### src/rtl/dma_sched_pkg.sv
package dma_sched_pkg;
  typedef enum logic [2:0] {ST_IDLE, ST_WAIT, ST_ADDR, ST_DATA, ST_RESP} schedState_t;

  typedef struct packed {
    logic init;    // load pointer with segment start
    logic start;   // latch burst kind, reset beat count
    logic full;    // burst kind being started is full-length
    logic beat;    // one data beat accepted
    logic commit;  // OKAY response: advance pointer
  } dpStrobe_t;
endpackage

### src/rtl/dma_sched_datapath.sv
module dma_sched_datapath
  import dma_sched_pkg::*;
#(
  parameter int ADDR_W    = 32,
  parameter int LVL_W     = 13,
  parameter int BURST_LEN = 16,
  parameter int BEAT_BYTES = 8
) (
  input  logic              clk,
  input  logic              rstN,
  input  dpStrobe_t         strb,
  input  logic [ADDR_W-1:0] bufBase,
  input  logic [ADDR_W-1:0] bufSize,
  input  logic [ADDR_W-1:0] segStart,
  input  logic [ADDR_W-1:0] segEnd,
  input  logic [ADDR_W-1:0] segLimit,
  input  logic [ADDR_W-1:0] intrAddr,
  input  logic [LVL_W-1:0]  fifoLevel,
  output logic [ADDR_W-1:0] wrPtr,
  output logic [ADDR_W-1:0] awAddr,
  output logic              isFull,
  output logic              lastBeat,
  output logic              haveData,
  output logic              atLimit,
  output logic              fullOk,
  output logic              fullFits,
  output logic              singleFits,
  output logic              intrHit
);
  localparam int BURST_BYTES = BURST_LEN * BEAT_BYTES;
  localparam int ALIGN_BITS  = $clog2(BURST_BYTES);
  localparam int BEAT_W      = $clog2(BURST_LEN) + 1;
  localparam logic [ADDR_W:0] FULL_STEP = (ADDR_W+1)'(BURST_BYTES);
  localparam logic [ADDR_W:0] ONE_STEP  = (ADDR_W+1)'(BEAT_BYTES);

  logic [ADDR_W-1:0] ptr, nextPtr;
  logic [ADDR_W:0]   stepBytes, sumPtr, limDist, sizeExt;
  logic [BEAT_W-1:0] beatCnt;
  logic              fullReg;

  assign stepBytes = fullReg ? FULL_STEP : ONE_STEP;
  assign sumPtr    = {1'b0, ptr} + stepBytes;
  assign nextPtr   = (sumPtr >= {1'b0, segEnd}) ? segStart : sumPtr[ADDR_W-1:0];
  assign sizeExt   = {1'b0, bufSize};

  always_comb begin
    if (segLimit >= ptr) limDist = {1'b0, segLimit} - {1'b0, ptr};
    else limDist = ({1'b0, segEnd} - {1'b0, ptr}) + ({1'b0, segLimit} - {1'b0, segStart});
  end

  assign haveData   = fifoLevel != '0;
  assign atLimit    = ptr == segLimit;
  assign fullOk     = (32'(fifoLevel) >= BURST_LEN) && (ptr[ALIGN_BITS-1:0] == '0)
                      && (limDist >= FULL_STEP);
  assign fullFits   = (bufSize != '0) && (({1'b0, ptr} + FULL_STEP) <= sizeExt);
  assign singleFits = (bufSize != '0) && (({1'b0, ptr} + ONE_STEP) <= sizeExt);
  assign intrHit    = ((intrAddr > ptr) && ({1'b0, intrAddr} <= sumPtr)) || (intrAddr == nextPtr);

  always_ff @(posedge clk) begin
    if (!rstN) ptr <= '0;
    else if (strb.init) ptr <= segStart;
    else if (strb.commit) ptr <= nextPtr;
  end

  always_ff @(posedge clk) begin
    if (!rstN) begin
      beatCnt <= '0;
      fullReg <= 1'b0;
    end else if (strb.start) begin
      beatCnt <= '0;
      fullReg <= strb.full;
    end else if (strb.beat) begin
      beatCnt <= beatCnt + 1'b1;
    end
  end

  assign lastBeat = fullReg ? (beatCnt == BEAT_W'(BURST_LEN-1)) : 1'b1;
  assign isFull   = fullReg;
  assign wrPtr    = ptr;
  assign awAddr   = bufBase + ptr;
endmodule

### src/rtl/dma_sched_ctrl.sv
module dma_sched_ctrl
  import dma_sched_pkg::*;
#(
  parameter int WAIT_CYCLES = 250
) (
  input  logic      clk,
  input  logic      rstN,
  input  logic      dmaEnable,
  input  logic      segInit,
  input  logic      errClear,
  input  logic      intrClear,
  input  logic      intrEnable,
  input  logic      haveData,
  input  logic      atLimit,
  input  logic      fullOk,
  input  logic      fullFits,
  input  logic      singleFits,
  input  logic      lastBeat,
  input  logic      intrHit,
  input  logic      awReady,
  input  logic      wReady,
  input  logic      bValid,
  input  logic [1:0] bResp,
  output dpStrobe_t strb,
  output logic      awValid,
  output logic      wValid,
  output logic      bReady,
  output logic      ackValid,
  output logic      addrError,
  output logic      respError,
  output logic      intrPending
);
  localparam int WAIT_W = $clog2(WAIT_CYCLES + 1);
  localparam logic [WAIT_W-1:0] WAIT_LAST = WAIT_W'(WAIT_CYCLES - 1);

  schedState_t state, nextState;
  logic [WAIT_W-1:0] waitCnt;
  logic drainMode, canGo, tryFull, trySingle, fromTimeout, setAddrErr;

  assign canGo = dmaEnable && !addrError && !respError && !atLimit && haveData;

  always_comb begin
    strb        = '0;
    nextState   = state;
    tryFull     = 1'b0;
    trySingle   = 1'b0;
    fromTimeout = 1'b0;
    setAddrErr  = 1'b0;
    case (state)
      ST_IDLE: if (canGo) begin
        if (fullOk) tryFull = 1'b1;
        else if (drainMode) trySingle = 1'b1;
        else nextState = ST_WAIT;
      end
      ST_WAIT: begin
        if (!canGo) nextState = ST_IDLE;
        else if (fullOk) tryFull = 1'b1;
        else if (waitCnt == WAIT_LAST) begin
          trySingle   = 1'b1;
          fromTimeout = 1'b1;
        end
      end
      ST_ADDR: if (awReady) nextState = ST_DATA;
      ST_DATA: begin
        strb.beat = wReady;
        if (wReady && lastBeat) nextState = ST_RESP;
      end
      ST_RESP: if (bValid) begin
        nextState   = ST_IDLE;
        strb.commit = (bResp == 2'b00);
      end
      default: nextState = ST_IDLE;
    endcase
    if (tryFull || trySingle) begin
      if (tryFull ? fullFits : singleFits) begin
        strb.start = 1'b1;
        strb.full  = tryFull;
        nextState  = ST_ADDR;
      end else begin
        setAddrErr = 1'b1;
        nextState  = ST_IDLE;
      end
    end
    strb.init = segInit;
  end

  always_ff @(posedge clk) begin
    if (!rstN) begin
      state       <= ST_IDLE;
      waitCnt     <= '0;
      drainMode   <= 1'b0;
      addrError   <= 1'b0;
      respError   <= 1'b0;
      intrPending <= 1'b0;
    end else begin
      state   <= nextState;
      waitCnt <= (state == ST_WAIT && nextState == ST_WAIT) ? waitCnt + 1'b1 : '0;
      if (tryFull) drainMode <= 1'b0;
      else if (fromTimeout) drainMode <= 1'b1;
      else if (state == ST_IDLE && !haveData) drainMode <= 1'b0;
      if (setAddrErr) addrError <= 1'b1;
      else if (errClear) addrError <= 1'b0;
      if (state == ST_RESP && bValid && bResp != 2'b00) respError <= 1'b1;
      else if (errClear) respError <= 1'b0;
      if (strb.commit && intrHit && intrEnable) intrPending <= 1'b1;
      else if (intrClear) intrPending <= 1'b0;
    end
  end

  assign awValid  = state == ST_ADDR;
  assign wValid   = state == ST_DATA;
  assign bReady   = state == ST_RESP;
  assign ackValid = strb.commit;
endmodule

### src/rtl/dma_burst_scheduler.sv
module dma_burst_scheduler
  import dma_sched_pkg::*;
#(
  parameter int ADDR_W      = 32,
  parameter int LVL_W       = 13,
  parameter int DATA_W      = 64,
  parameter int BURST_LEN   = 16,
  parameter int WAIT_CYCLES = 250
) (
  input  logic                clk,
  input  logic                rstN,
  input  logic                dmaEnable,
  input  logic                segInit,
  input  logic                errClear,
  input  logic                intrClear,
  input  logic                intrEnable,
  input  logic [ADDR_W-1:0]   bufBase,
  input  logic [ADDR_W-1:0]   bufSize,
  input  logic [ADDR_W-1:0]   segStart,
  input  logic [ADDR_W-1:0]   segEnd,
  input  logic [ADDR_W-1:0]   segLimit,
  input  logic [ADDR_W-1:0]   intrAddr,
  input  logic [LVL_W-1:0]    fifoLevel,
  input  logic [DATA_W-1:0]   fifoData,
  output logic                fifoRead,
  output logic                ackValid,
  output logic [ADDR_W-1:0]   wrPtr,
  output logic                addrError,
  output logic                respError,
  output logic                intrPending,
  output logic                awValid,
  input  logic                awReady,
  output logic [ADDR_W-1:0]   awAddr,
  output logic [7:0]          awLen,
  output logic [2:0]          awSize,
  output logic [1:0]          awBurst,
  output logic                wValid,
  input  logic                wReady,
  output logic [DATA_W-1:0]   wData,
  output logic [DATA_W/8-1:0] wStrb,
  output logic                wLast,
  input  logic                bValid,
  output logic                bReady,
  input  logic [1:0]          bResp
);
  localparam int BEAT_BYTES = DATA_W / 8;

  dpStrobe_t strb;
  logic isFull, lastBeat, haveData, atLimit, fullOk, fullFits, singleFits, intrHit;

  dma_sched_datapath #(
    .ADDR_W(ADDR_W), .LVL_W(LVL_W), .BURST_LEN(BURST_LEN), .BEAT_BYTES(BEAT_BYTES)
  ) u_dp (
    .clk(clk), .rstN(rstN), .strb(strb),
    .bufBase(bufBase), .bufSize(bufSize), .segStart(segStart), .segEnd(segEnd),
    .segLimit(segLimit), .intrAddr(intrAddr), .fifoLevel(fifoLevel),
    .wrPtr(wrPtr), .awAddr(awAddr), .isFull(isFull), .lastBeat(lastBeat),
    .haveData(haveData), .atLimit(atLimit), .fullOk(fullOk), .fullFits(fullFits),
    .singleFits(singleFits), .intrHit(intrHit)
  );

  dma_sched_ctrl #(.WAIT_CYCLES(WAIT_CYCLES)) u_ctrl (
    .clk(clk), .rstN(rstN), .dmaEnable(dmaEnable), .segInit(segInit),
    .errClear(errClear), .intrClear(intrClear), .intrEnable(intrEnable),
    .haveData(haveData), .atLimit(atLimit), .fullOk(fullOk), .fullFits(fullFits),
    .singleFits(singleFits), .lastBeat(lastBeat), .intrHit(intrHit),
    .awReady(awReady), .wReady(wReady), .bValid(bValid), .bResp(bResp),
    .strb(strb), .awValid(awValid), .wValid(wValid), .bReady(bReady),
    .ackValid(ackValid), .addrError(addrError), .respError(respError),
    .intrPending(intrPending)
  );

  assign awLen    = isFull ? 8'(BURST_LEN - 1) : 8'd0;
  assign awSize   = 3'($clog2(BEAT_BYTES));
  assign awBurst  = 2'b01;
  assign wData    = fifoData;
  assign wStrb    = '1;
  assign wLast    = wValid && lastBeat;
  assign fifoRead = wValid && wReady;
endmodule

### config.mk
export PLATFORM = sky130hd
export DESIGN_NAME = dma_burst_scheduler
export DESIGN_NICKNAME = d
export VERILOG_FILES = /design/src/rtl/dma_sched_pkg.sv /design/src/rtl/dma_sched_datapath.sv /design/src/rtl/dma_sched_ctrl.sv /design/src/rtl/dma_burst_scheduler.sv
export SDC_FILE = /design/constraint.sdc
export NUM_CORES = 1
export LEC_CHECK = 0
export BUFFER_PORTS_ARGS = -buffer_cell sky130_fd_sc_hd__buf_2
export CAP_MARGIN = 15
export CORE_AREA = 2 2 169 171
export DETAILED_ROUTE_END_ITERATION = 16
export DIE_AREA = 0 0 171 173
export PLACE_DENSITY = 0.89
export SYNTH_ARGS = -nofsm -noshare
export SYNTH_HDL_FRONTEND = slang
export SYNTH_SLANG_ARGS = --single-unit
### constraint.sdc
create_clock -name clk -period 12.1 [get_ports clk]
set_input_delay 1.21 -clock clk [delete_from_list [all_inputs] [get_ports clk]]
set_output_delay 1.21 -clock clk [all_outputs]
set_load 0.005 [all_outputs]
==> Word level (Yosys, flattened, before mapping) <==
Cells that the tools add are included.
{ "word_totals": {"inputBits": 281, "register_bits": 53, "output_inout_bits": 158, "wordCells": 119} }
{ "op_classes": {"bitwise": 1, "order_cmp": 8, "eq_ne": 9, "add_sub_neg": 10, "n_mux": 43, "reduce_logical": 39} }
{ "ops": {"columns": ["op", "n"], "rows": [
  ["$sub A32 B32 Y33", 3],
  ["$mux W32", 3],
  ["$le A33 B32 Y1", 2],
  ["$eq A32 B32 Y1", 2],
  ["$add A32 B33 Y33", 1],
  ["$add A32 B4 Y33 const B", 1],
  ["$add A32 B8 Y33 const B", 1],
  ["$add A33 B33 Y33", 1],
  ["$ge A33 B32 Y1", 1],
  ["$ge A33 B8 Y1 const B", 1],
  ["$le A32 B33 Y1", 1],
  ["$mux W33", 1],
  ["$add A32 B32 Y32", 1],
  ["$ge A32 B32 Y1", 1],
  ["$gt A32 B32 Y1", 1],
  ["$reduce_bool A32 Y1", 1],
  ["$mux W1", 24],
  ["$mux W3", 8],
  ["$logic_and A1 B1 Y1", 18],
  ["$pmux W3 S5", 1],
  ["$ge A13 B5 Y1 const B", 1],
  ["$reduce_bool A13 Y1", 1],
  ["$reduce_bool A2 Y1", 6],
  ["$add A8 B1 Y8 const B", 1],
  ["18 further kinds", 28]
]} }

==> Logic depth before layout (Yosys ltp) <==
Gate-level depths: netlist of the first run.
{ "logic_depth": {"depth_word": 14, "mapped_depth": 25, "depth_no_buf": 22} }

==> Cells and area by module <==
A second synthesis of the first run with hierarchy kept.
{ "hier_totals": {"hier_cells": 2181, "area_unflattened_um2": 16532.1} }
{ "modules_own_cells": {"columns": ["module", "n_inst", "seq_area_each_um2", "cells_per_inst", "area_each_um2"], "rows": [
  ["dma_sched_datapath", 1, 760.7, 1990, 15004.4],
  ["dma_sched_ctrl", 1, 300.3, 102, 869.6],
  ["dma_burst_scheduler", 1, 0.0, 89, 658.1]
]} }

==> Worst setup path before layout of the first run <==
Ideal clock, no wire load.
{ "synth_timing": {"path_kind": "input to register", "startpoint": "input port segStart[0]", "endpoint": "register u_ctrl.addrError", "t_arrival_ns": 5.354, "setup_ns": 0.115, "n_path_buf": 1, "path_slack_ns": 6.630, "path_stages": 21, "t_required_ns": 11.985, "cell_sequence": "inv_1 fa_1 inv_1 fa_1 inv_1 ha_1 inv_1 fa_1 nor2b_1 o31a_1 a2111oi_4 o21ai_0 nand2_1 o31ai_1 xnor2_1 or4_4 a21oi_2 o221a_4 a31oi_4 buf_6 a31o_1"} }
{ "synth_via": {"elab_chain_len": 12, "word_cells_on_any_way": 19, "classes_between": "add/sub: 2; order compare: 1; mux: 13; reduce/logical: 3"} }
{ "synth_lines": {"columns": ["item", "line_no", "rtl"], "rows": [
  ["start: declaration", "dma_burst_scheduler.sv:19", "input logic [ADDR_W-1:0] segStart,"],
  ["$sub A32 B32 Y33 *", "dma_sched_datapath.sv:48", "else limDist = ({1'b0, segEnd} - {1'b0, ptr}) + ({1'b0, segLimit} - {1'b0, segStart});"],
  ["$add A33 B33 Y33 *", "dma_sched_datapath.sv:48", null],
  ["$mux W33 *", "dma_sched_datapath.sv:47", "if (segLimit >= ptr) limDist = {1'b0, segLimit} - {1'b0, ptr};"],
  ["$ge A33 B8 Y1 *", "dma_sched_datapath.sv:54", "&& (limDist >= FULL_STEP);"],
  ["$logic_and A1 B1 Y1 *", "dma_sched_datapath.sv:54", null],
  ["$mux W1", "dma_sched_ctrl.sv:51, dma_sched_ctrl.sv:57", null],
  ["$mux W1", "dma_sched_ctrl.sv:56", "if (!canGo) nextState = ST_IDLE;"],
  ["$mux W1", null, null],
  ["$mux W1 (2 in series)", "dma_sched_ctrl.sv:75", "if (tryFull ? fullFits : singleFits) begin"],
  ["$mux W1 *", "dma_sched_ctrl.sv:74", "if (tryFull || trySingle) begin"],
  ["$mux W1 or $reduce_bool A2 Y1 (tied branches)", null, null],
  ["end signal: assignment", "dma_sched_ctrl.sv:92", "addrError <= 1'b0;"],
  ["end signal: assignment", "dma_sched_ctrl.sv:101", "if (setAddrErr) addrError <= 1'b1;"],
  ["end signal: assignment", "dma_sched_ctrl.sv:102", "else if (errClear) addrError <= 1'b0;"],
  ["end: declaration", "dma_sched_ctrl.sv:29", "output logic addrError,"]
]} }
Mark *: on every way between the ends. The rest lies on a longest branch, timed or not.
A chain may end at the register's enable or synchronous reset.

==> Final worst setup path of the first run <==
{ "layout_timing": {"startpoint": "register u_dp.ptr[11], in the netlist u_dp.wrPtr[11]", "endpoint": "register u_ctrl.intrPending"} }
{ "layout_via": {"elab_chain_len": 8, "word_cells_on_any_way": 12, "classes_between": "add/sub: 1; order compare: 3; eq/ne: 1; mux: 2; reduce/logical: 5"} }
{ "layout_lines": {"columns": ["item", "line_no", "rtl"], "rows": [
  ["start: declaration", "dma_sched_datapath.sv:36", "logic [ADDR_W-1:0] ptr, nextPtr;"],
  ["start signal: assignment", "dma_sched_datapath.sv:61", "else if (strb.init) ptr <= segStart;"],
  ["start signal: assignment", "dma_sched_datapath.sv:62", "else if (strb.commit) ptr <= nextPtr;"],
  ["$add A32 B33 Y33", "dma_sched_datapath.sv:42", "assign sumPtr = {1'b0, ptr} + stepBytes;"],
  ["$ge A33 B32 Y1", "dma_sched_datapath.sv:43", "assign nextPtr = (sumPtr >= {1'b0, segEnd}) ? segStart : sumPtr[ADDR_W-1:0];"],
  ["$mux W32", "dma_sched_datapath.sv:43", null],
  ["$eq A32 B32 Y1", "dma_sched_datapath.sv:57", "assign intrHit = ((intrAddr > ptr) && ({1'b0, intrAddr} <= sumPtr)) || (intrAddr == nextPtr);"],
  ["$logic_or A1 B1 Y1 *", "dma_sched_datapath.sv:57", null],
  ["$logic_and A1 B1 Y1 * (2 in series)", "dma_sched_ctrl.sv:105", "if (strb.commit && intrHit && intrEnable) intrPending <= 1'b1;"],
  ["$mux W1 or $reduce_bool A2 Y1 (tied branches)", null, null],
  ["end signal: assignment", "dma_sched_ctrl.sv:94", "intrPending <= 1'b0;"],
  ["end signal: assignment", "dma_sched_ctrl.sv:105", null],
  ["end signal: assignment", "dma_sched_ctrl.sv:106", "else if (intrClear) intrPending <= 1'b0;"],
  ["end: declaration", "dma_sched_ctrl.sv:31", "output logic intrPending"]
]} }
Marked as above.

==> results.md, run 1 <==
- Die Wd: 171 um
- Critical-path cell list: nand4_1 -> or4_1 -> nor2_1 -> nand3_1 -> xnor2_1 -> inv_1 -> ha_1 -> a21o_1 -> a21oi_1 -> nand2_1 -> a221o_1 -> a2111oi_0 -> o311a_2 -> buf_4 -> mux2i_1 -> xor2_1 -> and4_1 -> nand4_1 -> o31ai_1
- Worst slew pin tran: 1.193 ns
- Data arrival time of the worst path: 7.37 ns
- Yosys cell types: 97
- FF/Latch Area: 0.001061 mm2
- Yosys warnings: 0
- Post_cts resized: 0
- CTS tree: done
- Via density: 6.575
- Initial core utilization: 59.63%
- Final hold vios: 0
- Post-synth ARST share: 0%
- Avg Inst Size Synth: 7.478 um2
- Iteration-0 DRC Markers: 2031
- DRC: 0
- Setup Crit Path Kind: register to register
- Max FO, Critical Path: 62
- Post-Synth Simple-Gate Area: 20.24%
- Reg clk slew, reported paths: 0.08 ns
- Ys flop type: dfxtp_1
- Fraction of layout cells with a size suffix above 1: 15.58%
- Fillers: 2518
- Pins Over Slew Limit: 0
- Area delta synth->final: 7.967%
- Port-buffer cells: 293
- Largest net degree at the start of global routing: 63
- Synth Area in Adders: 27.69%
- Proportion of synthesized area in mux cells: 0.8506%
- Maximum vdd drop: 0.1086 mV
- Fin nets: 2987
- I/O Pins: 439
- Sequential share of power: 12.8%
- Global-route wire length before repair: 101100 um
- Initial DRT Pass Iterations: 7
- Top cells by count, synth: 259 x ha_1, 254 x inv_1, 181 x nor2_1
- Setup Viol. Count Final: 0
- Area share of the largest cell type after synthesis: 19.67%
- Synth Area in Compound Gates: 23.74%
- Synthesized flop and latch total: 53
- Sw power: 0.9179 mW
- Final ANT Viol Nets: 0
- Most frequent cell after synthesis: ha_1
- Pint: 0.7668 mW
- Clk network pwr share: 9.3%
- Wire per inst: 24.85 um
- Area of the multi-input gates: 0.01357 mm2
- Leak pwr: 8.705 nW
- Area contributors post-synth: ha_1 20%, fa_1 8.0%, xnor2_1 7.1%
- Post-synthesis sequential area ratio: 6.440%
- Post-synth EDFFs: 0
- Crit path top cell by count: nand4_1
- WL final: 68580 um
- GR Overflow Total: 0
- Setup TNS: 0 ns
- Largest family of logic cells by synthesized area: adder cells
- Crit. End Element: register
- Mapped Cells: 2203
- Area leader, netlist: ha_1
- Post-Layout Inst Area: 0.01779 mm2
- Clock latency on the worst-skew pair: 0.31 ns
- Initial antenna violation count: 1
- HP Class: register to register
- CTS Buf Count: 5
- Clock Sinks: 53
- Row count: 61
- Worst relative slew slack: 20.39%
- Comb pwr share: 77.9%
- Die Y: 173 um
- Fmax: 0.1391 GHz
- Status: complete, no violations
- DP Wirelength: 58370 um
- Post-CTS Setup Bufs: 0
- CP Data Required Time: 12.28 ns
- Unrepaired setup endpoints after global routing: no
- Post-DP Area: 0.01764 mm2
- H-tree levels: 2
- Largest stage delay on the critical path: 0.84 ns
- Gpl congestion: 1.090
- Xor and xnor area share after synthesis: 9.463%
- Routed vias: 18150
- Period Utilization, post-route: 59.40%
- Inserted Diodes: 0
- Clk_skew: 0.009552 ns
- Core Util, Final: 64.38%
- Switch share: 54.48%
- Startpoint types: register
- Clock tree root buffer cell: clkbuf_16
- Hold-fix buffers, CTS: 0
- Core area: 0.02763 mm2
- Power Density: 94.71 mW/mm2
- Max cap viols: 0
- Critical path's slowest cell: dfxtp_1
- Clk buf depth: 2
- Crit path time final: 7.188 ns
- GRT Total Usage: 44.90%
- Synth Cell Area: 0.01647 mm2
- Die area: 0.02958 mm2
- Vias in the first global route: 17670
[flip-flops by register name (all words and copies together), names as in the netlist]
register / flops
u_ctrl.addrError: 1
u_ctrl.drainMode: 1
u_ctrl.intrPending: 1
u_ctrl.respError: 1
u_ctrl.state: 3
u_ctrl.waitCnt: 8
u_dp.beatCnt: 5
u_dp.isFull: 1
u_dp.wrPtr: 32
[worst max-delay path: cells and delay by family, from the launching register on]
family                   cells  cell delay, ns
AND/OR/NAND/NOR              7            2.12
AO/OA/AOI/OAI                6            1.84
adder cells (fa/ha/maj)      1            0.33
buffers and inverters        2            0.71
XOR/XNOR                     2            0.89
multiplexers                 1            0.29
flip-flops                   1            0.84
[layout make-up]
class / count / share of cell area (%)
Clock buffer: 5 / 0.7034
Clock inverter: 3 / 0.1407
Inverter: 257 / 5.423
Multi-Input combinational cell: 1758 / 76.32
Sequential cell: 53 / 5.965
Tap cell: 378 / 2.659
Timing Repair Buffer: 306 / 8.793
[layout by cell type (no fill, tap or decap), types with 29 or more instances in the layout]
| cell type | instances |
|---|---|
| dfxtp_1 | 53 |
| buf_2 | 293 |
| nor3_1 | 44 |
| fa_1 | 66 |
| o22ai_1 | 32 |
| a21o_1 | 70 |
| nor2b_1 | 39 |
| a21oi_1 | 139 |
| nand3_1 | 56 |
| a211oi_1 | 29 |
| xor2_1 | 44 |
| nor2_1 | 180 |
| nand2_1 | 119 |
| xnor2_1 | 134 |
| ha_1 | 259 |
| inv_1 | 254 |
| nand4_1 | 70 |
| a31oi_1 | 43 |
| o21ai_0 | 76 |
[per-stage QoR]
stage / cells / total power, mW / worst slack (ns) / hold WS (ns)
floorplan: 2218 / 1.096 / 6.630 / 0.5016
global route: 2760 / 1.788 / 4.801 / 0.5842
global placement: 2752 / 1.450 / 5.096 / 0.4969
detailed placement: 2752 / 1.476 / 5.152 / 0.5153
finish: 2760 / 1.685 / 4.912 / 0.5347
CTS: 2760 / 1.637 / 5.115 / 0.5352
[worst paths after layout]
check                           depth (start not counted)  slack, ns        startpoint                 end
worst min register to register                          2       0.53  u_ctrl.respError    u_ctrl.respError
worst max register to register                         19       4.91    u_dp.wrPtr[11]  u_ctrl.intrPending
worst min-delay path                                    2       0.53  u_ctrl.respError    u_ctrl.respError
worst max-delay path                                   19       4.91    u_dp.wrPtr[11]  u_ctrl.intrPending
[power groups by stage]
stage | sequential, mW | combinational (mW) | clock (mW)
2_1_floorplan | 0.200 | 0.896 | 0
3_3_place_gp | 0.217 | 1.23 | 0
3_5_place_dp | 0.217 | 1.26 | 0
4_1_cts | 0.213 | 1.27 | 0.156
5_1_grt | 0.216 | 1.41 | 0.162
6_report | 0.216 | 1.31 | 0.156
[metal layers]
layer | share of wire (%) | global-route usage (%)
met5 | 0.017 | 0
met4 | 8.4 | 32.06
met3 | 10 | 8.698
met2 | 44 | 70.50
met1 | 38 | 54.66
[cells by family (layout without fill, tap and decap cells)]
family	Yosys count	after routing
buffers and inverters	407	571
flip-flops	53	53
multiplexers	14	14
AO/OA/AOI/OAI	575	575
XOR/XNOR	178	178
other	2	17
adder cells (fa/ha/maj)	325	325
AND/OR/NAND/NOR	649	649
Note: power is estimated with default switching activity, not from simulation.
==> run 2: changes to the inputs <==
- CORE_AREA: 2 2 169 171 -> default
- CORE_UTILIZATION: default -> 56
- DIE_AREA: 0 0 171 173 -> default
- PLACE_DENSITY: 0.89 -> 0.84
- clock period: 12.1 -> 6.7 ns (I/O delays scaled with it)
==> run 2 against run 1 <==
Global-route usage shrank 0.35 points. Fmax grew 15%. Cell count grew 0.98%. Sequential power grew 71%. Via count grew 0.39%. Sequential cell count is the same. Critical path depth grew 1. Final area grew 1.1%. Core utilization shrank 2.1 points. Setup slack lost 4.5 ns. First-iteration DRC count shrank 8.2%. Critical path type unchanged. Worst hold slack gained 0.0061 ns.
==> results.md, run 2 (synthesis results as in run 1) <==
- Status: complete, no violations
- Clk network pwr share: 8.8% (-0.5 points)
- Area delta synth->final: 9.129%
- Max FO, Critical Path: 34 (-45%)
- Clock tree root buffer cell: clkbuf_16
- Sw power: 1.625 mW (+77%)
- Reg2reg setup slack: 0.43 ns (-4.48 ns)
- Worst relative slew slack: 17.50% (-2.9 points)
- GR Overflow Total: 0 (unchanged)
- Maximum vdd drop: 0.2086 mV (+92%)
- Initial antenna violation count: 1 (unchanged)
- I/O Pins: 439 (unchanged)
- Worst hold stages: 2 (unchanged)
- Startpoint types: register
- Gr busiest metal: met2
- Global-route wire length before repair: 102500 um (+1.3%)
- Gpl congestion: 1.043 (-4.3%)
- GR Util met3: 7.346% (-1.4 points)
- Pint: 1.400 mW (+83%)
- Critical-path cell list: inv_1 -> nor3_1 -> nand4_1 -> nor3_1 -> nand3_1 -> nor2b_1 -> xnor2_1 -> inv_1 -> ha_1 -> a211oi_1 -> nand2_1 -> a221o_1 -> a2111oi_0 -> o311a_2 -> buf_12 -> nand2_1 -> o211ai_1 -> o2111ai_1 -> or4_1 -> o31ai_1
- Port-buffer cells: 293 (unchanged)
- Wire per inst: 24.66 um (-0.78%)
- Initial DRT Pass Iterations: 6 (-1)
- Fraction of layout cells with a size suffix above 1: 16.27% (+0.70 points)
- Hold-fix buffers, CTS: 0 (unchanged)
- Final hold vios: 0 (unchanged)
- Inserted Diodes: 0 (unchanged)
- Critical path's slowest cell: dfxtp_1
- Worst Hold Slack: 0.5408 ns (+0.006077 ns)
- Largest net degree at the start of global routing: 47 (-25%)
- Pins Over Slew Limit: 0 (unchanged)
- Crit path time final: 6.266 ns (-0.9222 ns)
- Commonest cells after routing, fill and taps aside: 293 x buf_2, 259 x ha_1, 254 x inv_1, 180 x nor2_1, 139 x a21oi_1
- Worst slew pin tran: 1.226 ns (+0.03330 ns)
- H-tree levels: 2 (unchanged)
- Fillers: 2678 (+6.4%)
- DRC: 0 (unchanged)
- Row count: 62 (+1.6%)
- Max cap viols: 0 (unchanged)
- Via density: 6.537 (-0.58%)
- Die Y: 173.5 um (+0.30%)
- Met1 usage: 52.98% (-1.7 points)
- Post_cts resized: 0 (unchanged)
- Die area: 0.03011 mm2 (+1.8%)
- Met2 usage in global routing: 74.01% (+3.5 points)
- Setup Crit Path Kind: register to register
- Area of the multi-input gates: 0.01357 mm2 (unchanged)
- Clk_skew: 0.003315 ns (-0.006237 ns)
- Leak pwr: 8.815 nW (+1.3%)
- Setup Viol. Count Final: 0 (unchanged)
- Final ANT Viol Nets: 0 (unchanged)
- Data arrival time of the worst path: 6.47 ns (-0.90 ns)
- Fin nets: 3008 (+0.70%)
- Initial core utilization: 57.09% (-2.5 points)
- Sequential share of power: 12.2% (-0.6 points)
- CP Data Required Time: 6.90 ns (-5.38 ns)
- R2R cell count: 20 (+1)
- Vias in the first global route: 17730 (+0.35%)
- Post-CTS Setup Bufs: 0 (unchanged)
- FF/Latch Area: 0.001061 mm2 (unchanged)
- Routed vias: 18220 (+0.39%)
- Crit. End Element: register
- Die Wd: 173.5 um (+1.5%)
- Core area: 0.02886 mm2 (+4.4%)
- Clock latency on the worst-skew pair: 0.30 ns (about the same)
- Overall Power: 3.025 mW (+80%)
- GRT Total Usage: 44.55% (-0.35 points)
- Power Density: 168.2 mW/mm2 (+78%)
- CTS tree: done
- Clk buf depth: 2 (unchanged)
- CTS Buf Count: 5 (unchanged)
- Fmax: 0.1596 GHz (+15%)
- Most common cell after layout, fill and taps aside: buf_2
- Iteration-0 DRC Markers: 1865 (-8.2%)
- Unrepaired setup endpoints after global routing: no
- Clock Sinks: 53 (unchanged)
- Largest stage delay on the critical path: 0.63 ns (-0.21 ns)
- DP Wirelength: 59130 um (+1.3%)
- Max reg flops: 32 (unchanged)
- Reg clk slew, reported paths: 0.07 ns (about the same)
- WL final: 68720 um (+0.19%)
- Period Utilization, post-route: 93.52% (+34 points)
- HP Class: register to register
- Setup TNS: 0 ns (unchanged)
- Switch share: 53.72% (-0.76 points)
- Comb pwr share: 79.0% (+1.1 points)
-- run 2: changes by cell type in the layout (fill, tap and decap cells not counted), sizes merged --
cell / previous run / this run
clkinvlp: 1 / 2
inv: 257 / 255
buf: 306 / 327
clkbuf: 5 / 6
-- run 2: stage by stage --
| step | instances | instance area (um2) | setup WS (ns) | utilization (%) |
|---|---|---|---|---|
| 6_report | 2787 | 17980 | 0.4344 | 62.30 |
| 3_3_place_gp | 2778 | 17810 | 0.8358 | 61.71 |
| 4_1_cts | 2786 | 17950 | 0.6705 | 62.21 |
| 5_1_grt | 2787 | 17980 | 0.1088 | 62.30 |
| 3_5_place_dp | 2778 | 17810 | 0.6842 | 61.71 |
| 2_1_floorplan | 2218 | 16530 | 1.770 | - |
-- run 2: critical path, delay by kind of cell (launching register included) --
kind	cells	cell delay [ns]
flip-flops	1	0.63
AND/OR/NAND/NOR	8	2.40
AO/OA/AOI/OAI	7	1.81
XOR/XNOR	1	0.29
adder cells (fa/ha/maj)	1	0.34
buffers and inverters	3	0.68
-- run 2: area by class of cell --
| class | instances | share of cell area [%] |
|---|---|---|
| Multi-Input combinational cell | 1758 | 75.50 |
| Tap cell | 384 | 2.672 |
| Clock inverter | 2 | 0.08351 |
| Sequential cell | 53 | 5.902 |
| Inverter | 257 | 5.366 |
| Clock buffer | 6 | 0.7168 |
| Timing Repair Buffer | 327 | 9.757 |
-- run 2: metal layers --
metal / vias to the layer above / wire length, um
li1: 8207 / -
met1: 8537 / 25740
met2: 1210 / 31520
met3: 262 / 6465
met4: 2 / 4986
met5: - / 8
-- run 2: path summary, 6_finish.rpt --
path | from | end
worst min-delay path | u_ctrl.respError | u_ctrl.respError
worst max register to register | u_dp.wrPtr[21] | u_ctrl.intrPending
worst max-delay path | u_dp.wrPtr[21] | u_ctrl.intrPending
worst min register to register | u_ctrl.respError | u_ctrl.respError
-- run 2: power groups by stage --
stage | registers (mW) | clock network, mW | logic, mW
after detailed placement | 0.374 | 0 | 2.30
after global placement | 0.372 | 0 | 2.26
after floorplan | 0.362 | 0 | 1.62
after CTS | 0.366 | 0.262 | 2.32
final | 0.369 | 0.266 | 2.39
after global routing | 0.370 | 0.272 | 2.57
